## src/rtl/rseq_pkg.sv

```systemverilog
package rseq_pkg;

  typedef enum logic [2:0] {
    ST_OFF,
    ST_UP,
    ST_WAIT_RDY,
    ST_RUN,
    ST_PD_RST,
    ST_PD_RAIL,
    ST_SAFE
  } seq_state_t;

  typedef enum logic [2:0] {
    CAUSE_NONE  = 3'd0,
    CAUSE_POR   = 3'd1,
    CAUSE_PROT  = 3'd2,
    CAUSE_WDOG  = 3'd3,
    CAUSE_THERM = 3'd4,
    CAUSE_TMO   = 3'd5
  } cause_t;

  localparam int CAUSE_W = 3;

endpackage

```

## src/rtl/rseq_debounce.sv

```systemverilog
module rseq_debounce #(
  parameter int DEB  = 8,
  parameter int SYNC = 2
) (
  input  logic clk,
  input  logic rst_n,
  input  logic raw,
  output logic good
);
  localparam int CW = $clog2(DEB + 1);

  logic [SYNC-1:0] sync_q;
  logic            synced;
  logic [CW-1:0]   cnt_q;
  logic            good_q;

  assign synced = sync_q[SYNC-1];
  assign good   = good_q;

  always_ff @(posedge clk or negedge rst_n) begin
    if (!rst_n) begin
      sync_q <= '0;
    end else begin
      sync_q <= {sync_q[SYNC-2:0], raw};
    end
  end

  always_ff @(posedge clk or negedge rst_n) begin
    if (!rst_n) begin
      cnt_q  <= '0;
      good_q <= 1'b0;
    end else if (synced == good_q) begin
      cnt_q <= '0;
    end else if (cnt_q == CW'(DEB - 1)) begin
      good_q <= synced;
      cnt_q  <= '0;
    end else begin
      cnt_q <= cnt_q + CW'(1);
    end
  end


  deb_rise_chk: assert property (@(posedge clk) disable iff (!rst_n)
    $rose(good_q) |-> $past(synced));


  deb_fall_chk: assert property (@(posedge clk) disable iff (!rst_n)
    $fell(good_q) |-> !$past(synced));

endmodule

```

## src/rtl/rseq_edge_count.sv

```systemverilog
module rseq_edge_count #(
  parameter int CNT_W = 8
) (
  input  logic             clk,
  input  logic             rst_n,
  input  logic             pg,
  output logic [CNT_W-1:0] cnt
);
  logic             prev_q;
  logic [CNT_W-1:0] cnt_q;
  logic             edge_seen;

  function automatic logic [CNT_W-1:0] sat_inc(input logic [CNT_W-1:0] v);
    return (v == '1) ? v : v + CNT_W'(1);
  endfunction

  assign edge_seen = pg ^ prev_q;
  assign cnt       = cnt_q;

  always_ff @(posedge clk or negedge rst_n) begin
    if (!rst_n) begin
      prev_q <= 1'b0;
      cnt_q  <= '0;
    end else begin
      prev_q <= pg;
      if (edge_seen) cnt_q <= sat_inc(cnt_q);
    end
  end


  edge_count_chk: assert property (@(posedge clk) disable iff (!rst_n)
    (($rose(pg) || $fell(pg)) && (cnt_q != '1)) |=> (cnt_q == $past(cnt_q) + CNT_W'(1)));


  cnt_sat_chk: assert property (@(posedge clk) disable iff (!rst_n)
    ($past(cnt_q) == '1) |-> (cnt_q == '1));

endmodule

```

## src/rtl/rseq_fsm.sv

```systemverilog
module rseq_fsm
  import rseq_pkg::*;
#(
  parameter int NUM_RAILS = 4,
  parameter int TO_W      = 16,
  parameter int DN_GAP    = 4,
  parameter int TRAIN_IDX = 1,
  parameter int STG_W     = 3
) (
  input  logic                 clk,
  input  logic                 rst_n,
  input  logic                 pwr_req,
  input  logic [NUM_RAILS-1:0] pg_good,
  input  logic                 pmic_fault,
  input  logic                 fault_clear,
  input  logic                 clk_stable,
  input  logic                 ddr_trained,
  input  logic                 thermal_trip,
  input  logic                 wdog_expire,
  input  logic [TO_W-1:0]      stage_timeout,
  output logic [NUM_RAILS-1:0] rail_en,
  output logic                 link_rst_n,
  output logic                 train_permit,
  output logic                 dev_ready,
  output logic [CAUSE_W-1:0]   reset_cause,
  output logic [STG_W-1:0]     timeout_stage
);
  localparam int GAP_W = $clog2(DN_GAP + 1);

  seq_state_t           state_q;
  logic [STG_W-1:0]     stage_q;
  logic [NUM_RAILS-1:0] rails_q;
  logic [TO_W-1:0]      tmr_q;
  logic [GAP_W-1:0]     gap_q;
  cause_t               cause_q;
  logic [STG_W-1:0]     tstage_q;
  logic                 to_safe_q;

  function automatic logic [NUM_RAILS-1:0] below_mask(input logic [STG_W-1:0] idx);
    logic [NUM_RAILS-1:0] m;
    for (int i = 0; i < NUM_RAILS; i++) m[i] = (i < int'(idx));
    return m;
  endfunction

  function automatic logic [NUM_RAILS-1:0] bit_at(input logic [STG_W-1:0] idx);
    logic [NUM_RAILS-1:0] m;
    for (int i = 0; i < NUM_RAILS; i++) m[i] = (i == int'(idx));
    return m;
  endfunction

  function automatic logic [NUM_RAILS-1:0] top_bit(input logic [NUM_RAILS-1:0] v);
    logic [NUM_RAILS-1:0] m;
    m = '0;
    for (int i = 0; i < NUM_RAILS; i++) begin
      if (v[i]) begin
        m    = '0;
        m[i] = 1'b1;
      end
    end
    return m;
  endfunction

  // Named internal events
  logic                 in_up, in_wait, in_run, bringing;
  logic [NUM_RAILS-1:0] need_good;
  logic                 pg_lost;
  logic                 tmo_hit;
  logic                 step_ok;
  logic                 trip_now;
  cause_t               trip_code;
  logic                 abort_now;
  logic                 last_rail;

  assign in_up     = (state_q == ST_UP);
  assign in_wait   = (state_q == ST_WAIT_RDY);
  assign in_run    = (state_q == ST_RUN);
  assign bringing  = in_up || in_wait;
  assign last_rail = (stage_q == STG_W'(NUM_RAILS - 1));

  always_comb begin
    if (in_up)                 need_good = rails_q & below_mask(stage_q);
    else if (in_wait || in_run) need_good = rails_q;
    else                       need_good = '0;
  end

  assign pg_lost = ((pg_good & need_good) != need_good);
  assign tmo_hit = bringing && !pmic_fault && (tmr_q == stage_timeout);

  always_comb begin
    if (in_up)        step_ok = (|(pg_good & bit_at(stage_q))) && !pmic_fault;
    else if (in_wait) step_ok = clk_stable && ddr_trained && !pmic_fault;
    else              step_ok = 1'b0;
  end

  always_comb begin
    trip_now  = 1'b0;
    trip_code = CAUSE_PROT;
    if (bringing || in_run) begin
      if (pg_lost || (in_run && pmic_fault)) begin
        trip_now  = 1'b1;
        trip_code = CAUSE_PROT;
      end else if (thermal_trip) begin
        trip_now  = 1'b1;
        trip_code = CAUSE_THERM;
      end else if (wdog_expire) begin
        trip_now  = 1'b1;
        trip_code = CAUSE_WDOG;
      end else if (tmo_hit && !step_ok) begin
        trip_now  = 1'b1;
        trip_code = CAUSE_TMO;
      end
    end
  end

  assign abort_now = (bringing || in_run) && !pwr_req && !trip_now;

  always_ff @(posedge clk or negedge rst_n) begin
    if (!rst_n) begin
      state_q   <= ST_OFF;
      stage_q   <= '0;
      rails_q   <= '0;
      tmr_q     <= '0;
      gap_q     <= '0;
      cause_q   <= CAUSE_POR;
      tstage_q  <= '0;
      to_safe_q <= 1'b0;
    end else begin
      case (state_q)
        ST_OFF: begin
          if (pwr_req) begin
            state_q <= ST_UP;
            stage_q <= '0;
            rails_q <= bit_at('0);
            tmr_q   <= '0;
          end
        end
        ST_UP, ST_WAIT_RDY, ST_RUN: begin
          if (trip_now) begin
            state_q   <= ST_PD_RST;
            to_safe_q <= 1'b1;
            cause_q   <= trip_code;
            if (trip_code == CAUSE_TMO) tstage_q <= stage_q;
          end else if (abort_now) begin
            state_q   <= ST_PD_RST;
            to_safe_q <= 1'b0;
          end else if (step_ok) begin
            tmr_q <= '0;
            if (in_wait) begin
              state_q <= ST_RUN;
            end else if (last_rail) begin
              state_q <= ST_WAIT_RDY;
              stage_q <= STG_W'(NUM_RAILS);
            end else begin
              stage_q <= stage_q + STG_W'(1);
              rails_q <= rails_q | bit_at(stage_q + STG_W'(1));
            end
          end else if (bringing && !pmic_fault) begin
            tmr_q <= tmr_q + TO_W'(1);
          end
        end
        ST_PD_RST: begin
          state_q <= ST_PD_RAIL;
          gap_q   <= '0;
        end
        ST_PD_RAIL: begin
          if (rails_q == '0) begin
            state_q <= to_safe_q ? ST_SAFE : ST_OFF;
          end else if (gap_q == GAP_W'(DN_GAP - 1)) begin
            rails_q <= rails_q & ~top_bit(rails_q);
            gap_q   <= '0;
          end else begin
            gap_q <= gap_q + GAP_W'(1);
          end
        end
        ST_SAFE: begin
          if (fault_clear && !pmic_fault) begin
            state_q   <= ST_OFF;
            to_safe_q <= 1'b0;
          end
        end
        default: state_q <= ST_OFF;
      endcase
    end
  end

  assign rail_en       = rails_q;
  assign link_rst_n    = in_run;
  assign dev_ready     = in_run;
  assign train_permit  = (in_up && (stage_q > STG_W'(TRAIN_IDX))) || in_wait || in_run;
  assign reset_cause   = cause_q;
  assign timeout_stage = tstage_q;

  for (genvar g = 0; g < NUM_RAILS; g++) begin : g_order_chk
    localparam logic [NUM_RAILS-1:0] LOW_M = NUM_RAILS'((1 << g) - 1);

    rise_order_chk: assert property (@(posedge clk) disable iff (!rst_n)
      $rose(rails_q[g]) |-> ((rails_q & LOW_M) == LOW_M));

    fall_order_chk: assert property (@(posedge clk) disable iff (!rst_n)
      $fell(rails_q[g]) |-> ((rails_q & ~LOW_M) == '0));
  end


  rst_before_drop_chk: assert property (@(posedge clk) disable iff (!rst_n)
    (($past(rails_q) & ~rails_q) != '0) |-> (!link_rst_n && !$past(link_rst_n)));


  ready_gate_chk: assert property (@(posedge clk) disable iff (!rst_n)
    $rose(dev_ready) |-> $past((&pg_good) && clk_stable && ddr_trained && !pmic_fault));


  train_gate_chk: assert property (@(posedge clk) disable iff (!rst_n)
    $rose(train_permit) |-> $past(pg_good[TRAIN_IDX]));


  safe_hold_chk: assert property (@(posedge clk) disable iff (!rst_n)
    (state_q == ST_SAFE) |-> ((rails_q == '0) && !link_rst_n && !dev_ready));


  fault_freeze_chk: assert property (@(posedge clk) disable iff (!rst_n)
    ($past(bringing) && bringing && $past(pmic_fault)) |-> $stable(rails_q));

endmodule

```

## src/rtl/rail_sequencer.sv

```systemverilog
module rail_sequencer
  import rseq_pkg::*;
#(
  parameter int NUM_RAILS   = 4,
  parameter int DEB_CYCLES  = 8,
  parameter int SYNC_STAGES = 2,
  parameter int CNT_W       = 8,
  parameter int TO_W        = 16,
  parameter int DN_GAP      = 4,
  parameter int TRAIN_IDX   = 1,
  parameter int STG_W       = $clog2(NUM_RAILS + 1)
) (
  input  logic                       clk,
  input  logic                       rst_n,
  input  logic                       pwr_req,
  input  logic [NUM_RAILS-1:0]       pg_raw,
  input  logic                       pmic_fault,
  input  logic                       fault_clear,
  input  logic                       clk_stable,
  input  logic                       ddr_trained,
  input  logic                       thermal_trip,
  input  logic                       wdog_expire,
  input  logic [TO_W-1:0]            stage_timeout,
  output logic [NUM_RAILS-1:0]       rail_en,
  output logic                       link_rst_n,
  output logic                       train_permit,
  output logic                       dev_ready,
  output logic [CAUSE_W-1:0]         reset_cause,
  output logic [STG_W-1:0]           timeout_stage,
  output logic [NUM_RAILS*CNT_W-1:0] pg_edge_cnt
);
  logic [NUM_RAILS-1:0] pg_good;

  for (genvar g = 0; g < NUM_RAILS; g++) begin : g_rail
    rseq_debounce #(
      .DEB  (DEB_CYCLES),
      .SYNC (SYNC_STAGES)
    ) u_deb (
      .clk   (clk),
      .rst_n (rst_n),
      .raw   (pg_raw[g]),
      .good  (pg_good[g])
    );

    rseq_edge_count #(
      .CNT_W (CNT_W)
    ) u_cnt (
      .clk   (clk),
      .rst_n (rst_n),
      .pg    (pg_good[g]),
      .cnt   (pg_edge_cnt[g*CNT_W +: CNT_W])
    );
  end

  rseq_fsm #(
    .NUM_RAILS (NUM_RAILS),
    .TO_W      (TO_W),
    .DN_GAP    (DN_GAP),
    .TRAIN_IDX (TRAIN_IDX),
    .STG_W     (STG_W)
  ) u_fsm (
    .clk           (clk),
    .rst_n         (rst_n),
    .pwr_req       (pwr_req),
    .pg_good       (pg_good),
    .pmic_fault    (pmic_fault),
    .fault_clear   (fault_clear),
    .clk_stable    (clk_stable),
    .ddr_trained   (ddr_trained),
    .thermal_trip  (thermal_trip),
    .wdog_expire   (wdog_expire),
    .stage_timeout (stage_timeout),
    .rail_en       (rail_en),
    .link_rst_n    (link_rst_n),
    .train_permit  (train_permit),
    .dev_ready     (dev_ready),
    .reset_cause   (reset_cause),
    .timeout_stage (timeout_stage)
  );

endmodule

```

## config.mk

```make
export PLATFORM = sky130hd
export DESIGN_NAME = rail_sequencer
export DESIGN_NICKNAME = d
export VERILOG_FILES = /design/src/rtl/rseq_pkg.sv /design/src/rtl/rseq_debounce.sv /design/src/rtl/rseq_edge_count.sv /design/src/rtl/rseq_fsm.sv /design/src/rtl/rail_sequencer.sv
export SDC_FILE = /design/constraint.sdc
export NUM_CORES = 1
export LEC_CHECK = 0
export CORE_MARGIN = 3
export CORE_UTILIZATION = 38
export CTS_CLUSTER_SIZE = 8
export DETAILED_ROUTE_END_ITERATION = 8
export SETUP_SLACK_MARGIN = 0.02
export SYNTH_ARGS = -nofsm -noshare
export SYNTH_HDL_FRONTEND = slang
export SYNTH_SLANG_ARGS = --single-unit
```

## constraint.sdc

```tcl
create_clock -name clk -period 7.9 [get_ports clk]
set_clock_uncertainty 0.15 [all_clocks]
set_input_delay 1.58 -clock clk [delete_from_list [all_inputs] [get_ports clk]]
set_output_delay 1.58 -clock clk [all_outputs]
set_load 0.01 [all_outputs]
```

## After elaboration in Yosys (flattened, before gate mapping)

Cells that the tools add are included.

- Add/sub/neg operators: 11
- $lt $le $gt $ge: 5
- Eq/ne operators: 43
- Multiplexer cells: 68
- Bitwise operators: 18
- Reduce and logical (&&, ||, !) cells: 47

Operators by type and width:

| operator | count |
|---|---|
| 2-to-1 mux 4 bit | 22 |
| 2-to-1 mux 16 bit | 5 |
| 2-to-1 mux 3 bit | 23 |
| adder 8 x 1 -> 8 bit, second input constant | 4 |
| == test 8 bit, second input constant | 4 |
| one-hot mux 16 bit (2 select lines) | 1 |
| AND reduction 2 bit | 10 |
| adder 16 x 1 -> 16 bit, second input constant | 1 |
| adder 4 x 1 -> 4 bit, second input constant | 4 |
| AND 4 bit | 4 |
| == test 16 bit | 1 |
| == test 4 x 3 -> 1 bit, second input constant | 4 |
| one-hot mux 3 bit (5 select lines) | 1 |
| == test 3 x 2 -> 1 bit, second input constant | 4 |
| == test 3 bit, first input constant | 4 |
| == test 3 bit, second input constant | 4 |
| != test 2 bit, second input constant | 6 |
| one-hot mux 3 bit (2 select lines) | 2 |
| one-hot mux 4 bit (3 select lines) | 1 |
| logical AND 1 bit | 11 |
| 2-to-1 mux 1 bit | 11 |
| AND reduction 5 bit | 2 |
| logical NOT 3 bit | 3 |
| AND reduction 9 bit | 1 |
| other kinds (27) | 59 |

- Flip-flop bits (word level): 100
- Bits of input ports: 29
- Output and inout port bits: 45

## Logic depth before layout (Yosys ltp)

Gate-level depths: netlist of run 1.

- Depth after elaboration: 17
- Mapped depth: 10

## Cells and area by module

From an unflattened synthesis of run 1, not the netlist that was laid out.

- Cells, all modules: 503
- Area, all modules: 5,280.1 µm²

By module, submodules not included:

| module | instances | cells each | area an instance (µm²) | seq. area each (µm²) |
|---|---|---|---|---|
| rseq_fsm | 1 | 287 | 2,477.4 | 902.1 |
| rseq_edge_count | 4 | 35 | 415.4 | 225.2 |
| rseq_debounce | 4 | 19 | 285.3 | 175.2 |

## Least setup slack after synthesis of run 1

Ideal clock, no wire load.

- Kind: input to register
- From: in pmic_fault
- To: reg u_fsm.tmr_q[12]
- Library setup time: 92 ps
- Arrival time: 3,479 ps
- Required time: 7,658 ps
- Slack: 4,180 ps
- Stages: 8
- Cell sequence: or4b_1 a221oi_2 or4_4 o41ai_2 or4_1 buf_2 buf_6 o31ai_2

- Longest elaborated chain between the ends: 15
- Elaborated cells on any way between the ends: 26

Ends and longest elaborated chain:

| item | RTL line | source |
|---|---|---|
| start, declared | rail_sequencer.sv:17 | `input logic pmic_fault,` |
| logical NOT 1 bit | -- |  |
| logical AND 1 bit | rseq_fsm.sv:91 | `else if (in_wait) step_ok = clk_stable && ddr_trained && !pmic_fault;` |
| 2-to-1 mux 1 bit | rseq_fsm.sv:91 |  |
| 2-to-1 mux 1 bit | rseq_fsm.sv:90 | `if (in_up) step_ok = (\|(pg_good & bit_at(stage_q))) && !pmic_fault;` |
| logical NOT 1 bit | rseq_fsm.sv:108 | `end else if (tmo_hit && !step_ok) begin` |
| logical AND 1 bit | rseq_fsm.sv:108 |  |
| 2-to-1 mux 1 bit | rseq_fsm.sv:108 |  |
| 2-to-1 mux 1 bit | rseq_fsm.sv:105 | `end else if (wdog_expire) begin` |
| 2-to-1 mux 1 bit | rseq_fsm.sv:102 | `end else if (thermal_trip) begin` |
| 2-to-1 mux 1 bit | rseq_fsm.sv:99 | `if (pg_lost \|\| (in_run && pmic_fault)) begin` |
| 2-to-1 mux 1 bit | rseq_fsm.sv:98 | `if (bringing \|\| in_run) begin` |
| logical NOT 1 bit | rseq_fsm.sv:115 | `assign abort_now = (bringing \|\| in_run) && !pwr_req && !trip_now;` |
| logical AND 1 bit | rseq_fsm.sv:115 |  |
| != test 2 bit (no source line) | -- |  |
| AND reduction 5 bit (no source line) | -- |  |
| end signal, assigned | rseq_fsm.sv:158 | `tmr_q <= tmr_q + TO_W'(1);` |
| end, declared | rseq_fsm.sv:33 | `logic [TO_W-1:0] tmr_q;` |

Parallel ways exist; a longest one is shown, timed or not. The select of a mux whose other input is x is not followed.
A chain may end at the register's enable or synchronous reset.

## Worst setup path after layout of run 1

- From: in pmic_fault
- To: reg u_fsm.tmr_q[9]

The elaborated chain is that of the path after synthesis.

==> summary.md, run 1 <==
| Metric | Value |
|---|---|
| Status | complete, no violations |
| DP Wirelength | 7990 microns |
| Mapped Avg Cell Area | 10.3 sq um |
| Comb power frac | 36.3% |
| P_leak | 2.66 nW |
| FMAX | 229 MHz |
| H-tree depth | 3 |
| Average routed wire per standard cell | 14.9 microns |
| Final period demand of the worst path | 4360 ps |
| Sequential share of power | 41.7% |
| Clock slew at reported path FFs | 70 ps |
| Clk_lat worst skew | 340 ps |
| NetSw | 0.697 mW |
| Final WL | 11,000 microns |
| CTS Buffer Depth | 2 |
| Share of layout cells above drive strength 1 | 8.64% |
| Startpoint Class | input pin |
| Pre-Repair DR Iteration Count | 5 |
| Die H | 121 microns |
| Arr. time, crit path | 4430 ps |
| Compound-cell area share of the yosys netlist | 13.0% |
| Num Clock Sinks | 100 |
| Setup CP Type | in2reg |
| Crit path required time | 7960 ps |
| Clk pwr share | 22.0% |
| P&R area growth vs syn | 22.8% |
| Worst reg2reg setup slack | 4400 ps |
| Vias in the first global route | 3,908 |
| Rows | 41 |
| Antenna Violating Nets Remaining | 0 |
| DRC | 0 |
| Antenna violations before repair | 0 |
| Hold crit path type | reg2reg |
| Slowest cell on crit path | or4_1 |
| Vias/cell | 5.24 |
| CP Cell Sequence | clkdlybuf4s50_1 > or4b_1 > a221oi_2 > or4_4 > o41ai_2 > or4_1 > o41ai_1 |
| Sequential fraction of the synthesis area | 49.4% |
| Synth cell types | 55 |
| Core Region | 0.0128 sq mm |
| Period Utilization, post-route | 55.2% |
| RSZ-0062 raised after global routing | no |
| Post-Syn Instances | 490 |
| Worst path max stage delay | 740 ps |
| Main combinational cell family by area after synthesis | simple AND/OR/NAND/NOR gates |
| Crit. End Element | flip-flop |
| Max-Cap Viols | 0 |
| Die ar. | 0.0148 sq mm |
| Die width | 121 microns |
| Post-cts sizing count | 0 |
| Post-Syn Nets | 535 |
| Peak supply drop | 0.112 mV |
| Setup Buffers After CTS | 0 |
| Number of diodes | 0 |
| Number of synthesis warnings | 0 |
| P per Cell Area | 305 mW/mm^2 |
| Total track usage | 15.9% |
| CTS tree | yes |
| Synth Register Bits | 100 |
| Headroom to the max-slew limit | 56.2% |
| Number of synthesized flops with an enable pin | 0 |
| CP max FO | 14 |
| Port Buffers | 73 |
| Inserted Clock Buffers | 9 |
| Xor and xnor fraction of the mapped netlist area | 9.85% |
| Mapped cell area | 0.00507 sq mm |
| # nets final | 607 |
| # IOs | 74 |
| Ys async rst share | 100% |
| Post-Route Setup TNS | 0 ps |
| Max Transition Viols Final | 0 |
| # hold bufs at CTS | 0 |
| Routability cong. | 0.825 |
| Finished Core Util | 48.5% |
| Final setup vio count | 0 |
| Clock root buffer | clkbuf_16 |
| Mux cell area share after synthesis | 3.04% |
| Final Hold Fails | 0 |
| Initial core utilization | 39.5% |
| Via Count | 3,870 |
| Internal | 1.20 mW |
| Gr ovfl total | 0 |
| CP bufs+invs | 1 |
| CP top delay family | simple AND/OR/NAND/NOR gates |
| Slew @ Worst Pin | 658 ps |
| Post-synthesis simple-gate area fraction | 17.9% |
| First-pass GRT wire length | 18,900 microns |
| Switching share of power | 36.7% |
| DRT iter0 DRCs | 222 |
| Top FF cell, synth | dfrtp_1 |
| Largest net degree at the start of global routing | 53 |
| Adder-cell share of the synthesized area | 3.95% |
==> cell usage in the layout (no fill, tap or decap), types with 17 or more instances in the layout <==
cell             netlist  layout
clkdlybuf4s50_1        0      72
inv_1                 17      17
nand3_1               19      19
xor2_1                19      19
nand2_1               40      40
xnor2_1               38      38
nor2_1                44      44
dfrtp_1               99      99
o21ai_0               35      35
nor3_1                17      17
==> stage by stage <==
stage | setup WS, ps | hold slack, ps | std cells | cell area (sq um) | power, mW
CTS | 3540 | 201 | 739 | 6220 | 1.92
detailed placement | 3170 | 185 | 723 | 5940 | 1.50
finish | 3540 | 199 | 739 | 6220 | 1.90
floorplan | 4180 | 181 | 490 | 5070 | 1.24
global placement | 3330 | 186 | 723 | 5940 | 1.47
global route | 3370 | 216 | 739 | 6220 | 2.04
==> sequential cells by signal, indices dropped and copies added, names as in the netlist, 4 cells and up <==
register and flops:
g_rail.u_cnt.cnt 32, g_rail.u_cnt.prev_q 4, g_rail.u_deb.cnt_q 16, g_rail.u_deb.good 4, g_rail.u_deb.sync_q 8, u_fsm.rail_en 4
u_fsm.tmr_q 16
==> synth_stat cells, types with 6 or more instances <==
master / instances / area (sq um)
a21oi_1: 12 / 60.1
xnor2_1: 38 / 333
nor3_1: 17 / 85.1
o31ai_2: 7 / 87.6
xor2_1: 19 / 166
nor4_1: 6 / 37.5
ha_1: 16 / 200
nor2b_1: 11 / 68.8
nand2_1: 40 / 150
nand4_1: 12 / 75.1
and3_1: 8 / 50.1
inv_1: 17 / 63.8
a31oi_1: 7 / 43.8
nand2b_1: 10 / 62.6
dfrtp_1: 99 / 2480
nand3_1: 19 / 95.1
mux2_2: 11 / 124
nor2_1: 44 / 165
o21ai_0: 35 / 175
==> cells by family after synthesis <==
| logic type | after synthesis |
|---|---|
| AND/OR/NAND/NOR | 181 |
| flip-flops | 100 |
| AO/OA/AOI/OAI | 91 |
| XOR/XNOR | 57 |
| buffers and inverters | 31 |
| adder cells (fa/ha/maj) | 16 |
| multiplexers | 14 |
==> final cells by class <==
type	instances	area, sq um
clock inverter	4	23.8
inverter	18	67.6
tap	172	215
clock buffer	12	256
sequential	100	2500
timing repair buffer	74	736
fill	1185	6600
multi-input combinational	359	2420
==> worst paths after layout <==
path                                        endpoint  depth (start not counted)                      start
setup / recovery                      u_fsm.tmr_q[9]                          7                 pmic_fault
hold / removal             g_rail[3].u_deb.sync_q[1]                          0  g_rail[3].u_deb.sync_q[0]
setup reg to reg                     u_fsm.tmr_q[10]                          8           u_fsm.stage_q[0]
hold reg to reg            g_rail[3].u_deb.sync_q[1]                          0  g_rail[3].u_deb.sync_q[0]
max in group asynchronous           u_fsm.state_q[0]                          2                      rst_n
min in group asynchronous     g_rail[1].u_cnt.cnt[3]                          1                      rst_n
==> power groups by stage <==
stage               Clock [mW]  Combinational (mW)  Sequential (mW)
CTS                      0.432               0.698            0.792
floorplan                    0               0.477            0.765
global placement             0               0.678            0.795
global route             0.452               0.776            0.817
detailed placement           0               0.693            0.802
finish                   0.417               0.689            0.792
==> routing by layer <==
metal / part of all wire (%) / GRT usage, % / wire, microns / vias to the layer above
met5: 0 / 0 / 0 / -
li1: - / - / - / 1878
met2: 46 / 24.9 / 5030 / 93
met1: 49 / 22.5 / 5350 / 1887
met4: 1.5 / 5.67 / 160 / 0
met3: 4.2 / 2.52 / 461 / 12
(Power assumes the default switching activity.)
==> inputs of run 2 (changes only) <==
==> constraint.sdc (replaced) <==
create_clock -name clk -period 4.14 [get_ports clk]
set_clock_uncertainty 0.15 [all_clocks]
set_input_delay 0.828 -clock clk [delete_from_list [all_inputs] [get_ports clk]]
set_output_delay 0.828 -clock clk [all_outputs]
set_load 0.01 [all_outputs]
==> run 2 against run 1 <==
Effect of this change: final area increased by 0.46%; critical path type is now reg2reg; highest routed layer unchanged; routed wire length decreased by 1.9%; critical endpoint is now u_fsm.tmr_q[3]; worst setup slack got worse by 2900 ps; largest power group unchanged; final cell count increased by 0.14%; core utilization increased by 0.22 points; die area unchanged; largest cell class unchanged; non-clock buffer count increased by 1; combinational power increased by 90%; sequential share of layout area decreased by 0.19 points; via count increased by 0.18%.
==> summary.md, run 2 (synthesis gave the netlist of run 1 again) <==
| Metric | Value |
|---|---|
| Switching share of power | 36.3% |
| CP Cell Sequence | ha_1 > ha_1 > a22oi_1 > a221oi_2 > or4_4 > or4_1 > a31oi_4 > or4_1 > o211ai_1 |
| Crit. End Element | flip-flop |
| Setup Buffers After CTS | 0 |
| P_leak | 2.67 nW |
| CP bufs+invs | 0 |
| Max Transition Viols Final | 0 |
| CP top delay family | simple AND/OR/NAND/NOR gates |
| Total track usage | 15.5% |
| Seq. cell area | 0.00250 sq mm |
| Core Region | 0.0128 sq mm |
| # nets final | 608 |
| Max-Cap Viols | 0 |
| Slowest cell on crit path | or4_1 |
| Port Buffers | 73 |
| Num Clock Sinks | 100 |
| Peak supply drop | 0.220 mV |
| Arr. time, crit path | 3550 ps |
| Clk_lat worst skew | 340 ps |
| CTS Buffer Depth | 2 |
| Post-Route Setup TNS | 0 ps |
| Sequential share of power | 41.1% |
| Die width | 121 microns |
| Final WL | 10,800 microns |
| Vias/cell | 5.24 |
| Area of the multi-input gates | 0.00242 sq mm |
| Worst reg2reg setup slack | 640 ps |
| First-pass GRT wire length | 18,500 microns |
| Hold crit path type | reg2reg |
| Share of layout cells above drive strength 1 | 8.80% |
| Largest net degree at the start of global routing | 86 |
| Rows | 41 |
| Min Hold Slack | 201 ps |
| Internal | 2.34 mW |
| Final setup vio count | 0 |
| Clk pwr share | 23.3% |
| Final Hold Fails | 0 |
| DRC | 0 |
| RSZ-0062 raised after global routing | no |
| DP Wirelength | 7930 microns |
| Worst path depth | 9 |
| FMAX | 286 MHz |
| Worst r2r dst | u_fsm.tmr_q[3] |
| Pre-Repair DR Iteration Count | 4 |
| Setup CP Type | reg2reg |
| P&R area growth vs syn | 23.4% |
| Post-cts sizing count | 0 |
| Antenna Violating Nets Remaining | 0 |
| Number of diodes | 0 |
| Clock root buffer | clkbuf_16 |
| NetSw | 1.34 mW |
| Comb power frac | 35.6% |
| Status | complete, no violations |
| Startpoint Class | flip-flop |
| Placement Setup Slack | 323 ps |
| Headroom to the max-slew limit | 29.3% |
| Max reg flops | 32 |
| Vias in the first global route | 3,875 |
| Via Count | 3,877 |
| CP max FO | 18 |
| Crit path required time | 4190 ps |
| Die H | 121 microns |
| H-tree depth | 3 |
| # IOs | 74 |
| Crit path to | u_fsm.tmr_q[3] |
| P per Cell Area | 588 mW/mm^2 |
| CTS tree | yes |
| Worst path max stage delay | 600 ps |
| Setup ws final | 642 ps |
| # hold bufs at CTS | 0 |
| Crit. Startpoint | u_fsm.stage_q[0] |
| Commonest non-fill, non-tap cells in the layout | dfrtp_1, clkdlybuf4s50_1, nor2_1 |
| Die ar. | 0.0148 sq mm |
| Gr ovfl total | 0 |
| Filler cells | 1,205 |
| Clock slew at reported path FFs | 70 ps |
| Slew @ Worst Pin | 1060 ps |
| Inserted Clock Buffers | 9 |
| R2R cell count | 9 |
| Antenna violations before repair | 0 |
| DRT iter0 DRCs | 217 |
| Worst r2r src | u_fsm.stage_q[0] |
| Period Utilization, post-route | 84.5% |
| Initial core utilization | 39.5% |
| Final period demand of the worst path | 3500 ps |
| Routability cong. | 0.818 |
| Average routed wire per standard cell | 14.6 microns |
| Commonest non-fill, non-tap cell in the layout | dfrtp_1 |
==> run 2: power by group through the flow <==
stage | combinational, mW | clock, mW | sequential, mW
2_1_floorplan | 0.911 | 0 | 1.46
3_3_place_gp | 1.30 | 0 | 1.51
3_5_place_dp | 1.32 | 0 | 1.53
4_1_cts | 1.33 | 0.879 | 1.51
5_1_grt | 1.48 | 0.922 | 1.55
6_report | 1.31 | 0.857 | 1.51
==> run 2: how the worst min path moves through the flow <==
stage	cells past startpoint	slack, ps	to	start
after floorplan	0	180	g_rail[0].u_deb.sync_q[1]	g_rail[0].u_deb.sync_q[0]
after global placement	0	190	g_rail[3].u_deb.sync_q[1]	g_rail[3].u_deb.sync_q[0]
after detailed placement	0	190	g_rail[3].u_deb.sync_q[1]	g_rail[3].u_deb.sync_q[0]
after CTS	0	200	g_rail[3].u_deb.sync_q[1]	g_rail[3].u_deb.sync_q[0]
after global routing	0	210	g_rail[3].u_deb.sync_q[1]	g_rail[3].u_deb.sync_q[0]
final	0	200	g_rail[1].u_deb.sync_q[1]	g_rail[1].u_deb.sync_q[0]
==> run 2: layout make-up <==
class / instances / area share, %
sequential: 100 / 40.1
clock inverter: 5 / 0.941
clock buffer: 11 / 3.88
tap: 172 / 3.44
timing repair buffer: 75 / 11.9
multi-input combinational: 359 / 38.7
inverter: 18 / 1.08
==> run 2: metal layers <==
metal	track usage (%)	vias to the layer above	share of wire [%]
li1	-	1887	-
met1	21.6	1862	48
met2	24.1	109	46
met3	2.47	19	4.5
met4	6.58	0	2.2
met5	0	-	0
==> run 2: metrics by stage <==
stage                     utilization (%)  std cells  cell area, sq um  power (mW)
after detailed placement             46.4        724              5950        2.85
after global placement               46.4        724              5950        2.81
after floorplan                         -        490              5070        2.37
after global routing                 48.7        740              6250        3.95
final                                48.7        740              6250        3.68
after CTS                            48.7        740              6250        3.72
==> run 2: worst reg2reg max path, cell delays in order, from the launching register on <==
cell and delay [ps]:
dfrtp_1 480, ha_1 270, ha_1 210, a22oi_1 260, a221oi_2 130, or4_4 520
or4_1 600, a31oi_4 460, or4_1 190, o211ai_1 80
==> inputs of run 3 (changes only) <==
==> constraint.sdc (replaced) <==
create_clock -name clk -period 3.3 [get_ports clk]
set_clock_uncertainty 0.15 [all_clocks]
set_input_delay 0.66 -clock clk [delete_from_list [all_inputs] [get_ports clk]]
set_output_delay 0.66 -clock clk [all_outputs]
set_load 0.01 [all_outputs]
==> run 3 against run 2 <==
Effect of this change: register-to-register slack worse by 530 ps; global-route usage up 0.17 points; sequential power up 22%; highest routed layer unchanged; total power up 32%; non-clock buffer count up 24; critical path type unchanged; count of clock-buffer cells in the layout down 2; sequential share of layout area down 1.4 points; core utilization up 1.8 points.
==> summary.md, run 3 (synthesis gave the netlist of run 1 again) <==
| Metric | Value |
|---|---|
| # placed instances | 747 |
| Core Region | 0.0128 sq mm |
| Design Area, Final | 0.00648 sq mm |
| Global routing usage on met1 | 23.3% |
| DP Wirelength | 8240 microns |
| DRC | 0 |
| Final WL | 11,200 microns |
| Routability cong. | 0.838 |
| CTS tree | yes |
| Gr ovfl total | 0 |
| First-pass GRT wire length | 18,600 microns |
| Clk_lat worst skew | 340 ps |
| Number of diodes | 0 |
| Share of layout cells above drive strength 1 | 13.2% |
| RSZ-0062 raised after global routing | yes |
| P per Cell Area | 748 mW/mm^2 |
| Arr. time, crit path | 3260 ps |
| Met2 Track Usage GR | 23.3% |
| Total track usage | 15.7% |
| FMAX | 314 MHz |
| Max reg flops | 32 |
| Num Clock Sinks | 100 |
| Commonest non-fill, non-tap cells in the layout | dfrtp_1, clkdlybuf4s50_1, nor2_1 |
| CTS Buffer Depth | 2 |
| Initial core utilization | 39.5% |
| P_leak | 2.81 nW |
| Inserted Clock Buffers | 9 |
| Peak supply drop | 0.274 mV |
| Commonest non-fill, non-tap cell in the layout | dfrtp_1 |
| Area of the multi-input gates | 0.00243 sq mm |
| Filler cells | 1,191 |
| Largest net degree at the start of global routing | 77 |
| Vias/cell | 5.19 |
| Antenna Violating Nets Remaining | 0 |
| Final period demand of the worst path | 3180 ps |
| Antenna violations before repair | 0 |
| Hold crit path type | reg2reg |
| Post-Route Setup TNS | 0 ps |
| Period Utilization, post-route | 96.5% |
| Dpl cell area | 0.00615 sq mm |
| Clock root buffer | clkbuf_16 |
| Crit. End Element | flip-flop |
| H-tree depth | 3 |
| Most Crowded Layer GR | met1 |
| Placement Setup Slack | -51.4 ps |
| Final Hold Fails | 0 |
| Max-Cap Viols | 0 |
| # hold bufs at CTS | 0 |
| Crit path required time | 3370 ps |
| Clock slew at reported path FFs | 70 ps |
| Max Transition Viols Final | 0 |
| DRT iter0 DRCs | 267 |
| Die width | 121 microns |
| Rows | 41 |
| # IOs | 74 |
| Final setup vio count | 0 |
| Die H | 121 microns |
| Setup ws final | 117 ps |
| Met3 Use GR | 2.56% |
| Slew @ Worst Pin | 984 ps |
| Setup CP Type | reg2reg |
| Startpoint Class | flip-flop |
| Pre-Repair DR Iteration Count | 4 |
| P&R area growth vs syn | 27.9% |
| CP max FO | 6 |
| Port Buffers | 73 |
| Headroom to the max-slew limit | 34.4% |
| Status | complete, no violations |
| Vias in the first global route | 3,743 |
| Via Count | 3,966 |
| Finished Layout Cells | 764 |
| Seq. cell area | 0.00250 sq mm |
| # nets final | 632 |
| Average routed wire per standard cell | 14.7 microns |
| Die ar. | 0.0148 sq mm |
-- run 3: cell count changes in the layout (fill, tap and decap cells not counted), moves of 2 or more --
cell and delta:
buf_12 +2, buf_4 +22, clkinv_2 +3, clkinvlp_4 -2
-- run 3: what timing repair did --
item,4_1_cts,5_1_grt
hold endpoints to repair,0,0
setup endpoints to repair,0,24
setup buffers,0,1
resized for setup,0,3
-- run 3: area by class of cell --
class | instances | share of cell area (%)
inverters | 18 | 1.04
flip-flops and latches | 100 | 38.6
repair buffers | 99 | 14.6
clock inverters | 7 | 1.37
well taps | 172 | 3.32
multi-input cells | 359 | 37.5
clock buffers | 9 | 3.48
-- run 3: critical path, cell delays in order (launching register included) --
cell      delay (ps)
dfrtp_1          440
ha_1             250
ha_1             210
a22oi_2          220
a221oi_2         100
or4_4            520
o41ai_2          440
o31a_1           360
nor4b_2          130
a22o_1           240
-- run 3: power by group --
| part | internal, mW | switching, mW | leakage (nW) | total [mW] |
|---|---|---|---|---|
| clock | 0.662 | 0.455 | 0.159 | 1.12 |
| combinational | 0.945 | 0.945 | 1.35 | 1.89 |
| sequential | 1.51 | 0.326 | 1.31 | 1.84 |
-- run 3: per-layer routing --
layer | vias to the layer above | wire length (microns)
met5 | - | 0
met2 | 100 | 4980
met4 | 0 | 132
li1 | 1920 | -
met3 | 11 | 482
met1 | 1935 | 5630
-- run 3: worst paths after layout --
path | endpoint | slack (ps) | depth (start not counted) | from
min in group asynchronous | g_rail[1].u_cnt.cnt[4] | 290 | 1 | rst_n
worst min-delay path | g_rail[2].u_deb.sync_q[1] | 210 | 0 | g_rail[2].u_deb.sync_q[0]
worst max-delay path | u_fsm.rail_en[2] | 120 | 9 | u_fsm.stage_q[1]
worst min register to register | g_rail[2].u_deb.sync_q[1] | 210 | 0 | g_rail[2].u_deb.sync_q[0]
worst max register to register | u_fsm.rail_en[2] | 120 | 9 | u_fsm.stage_q[1]
max in group asynchronous | g_rail[3].u_deb.sync_q[1] | 1880 | 2 | rst_n
-- run 3: per-stage QoR --
| step | utilization [%] | power, mW | hold WS, ps |
|---|---|---|---|
| after floorplan | - | 2.98 | 181 |
| after global routing | 50.5 | 5.19 | 215 |
| after CTS | 50.4 | 4.88 | 209 |
| after detailed placement | 47.9 | 3.74 | 192 |
| final | 50.5 | 4.85 | 209 |
| after global placement | 47.9 | 3.69 | 189 |
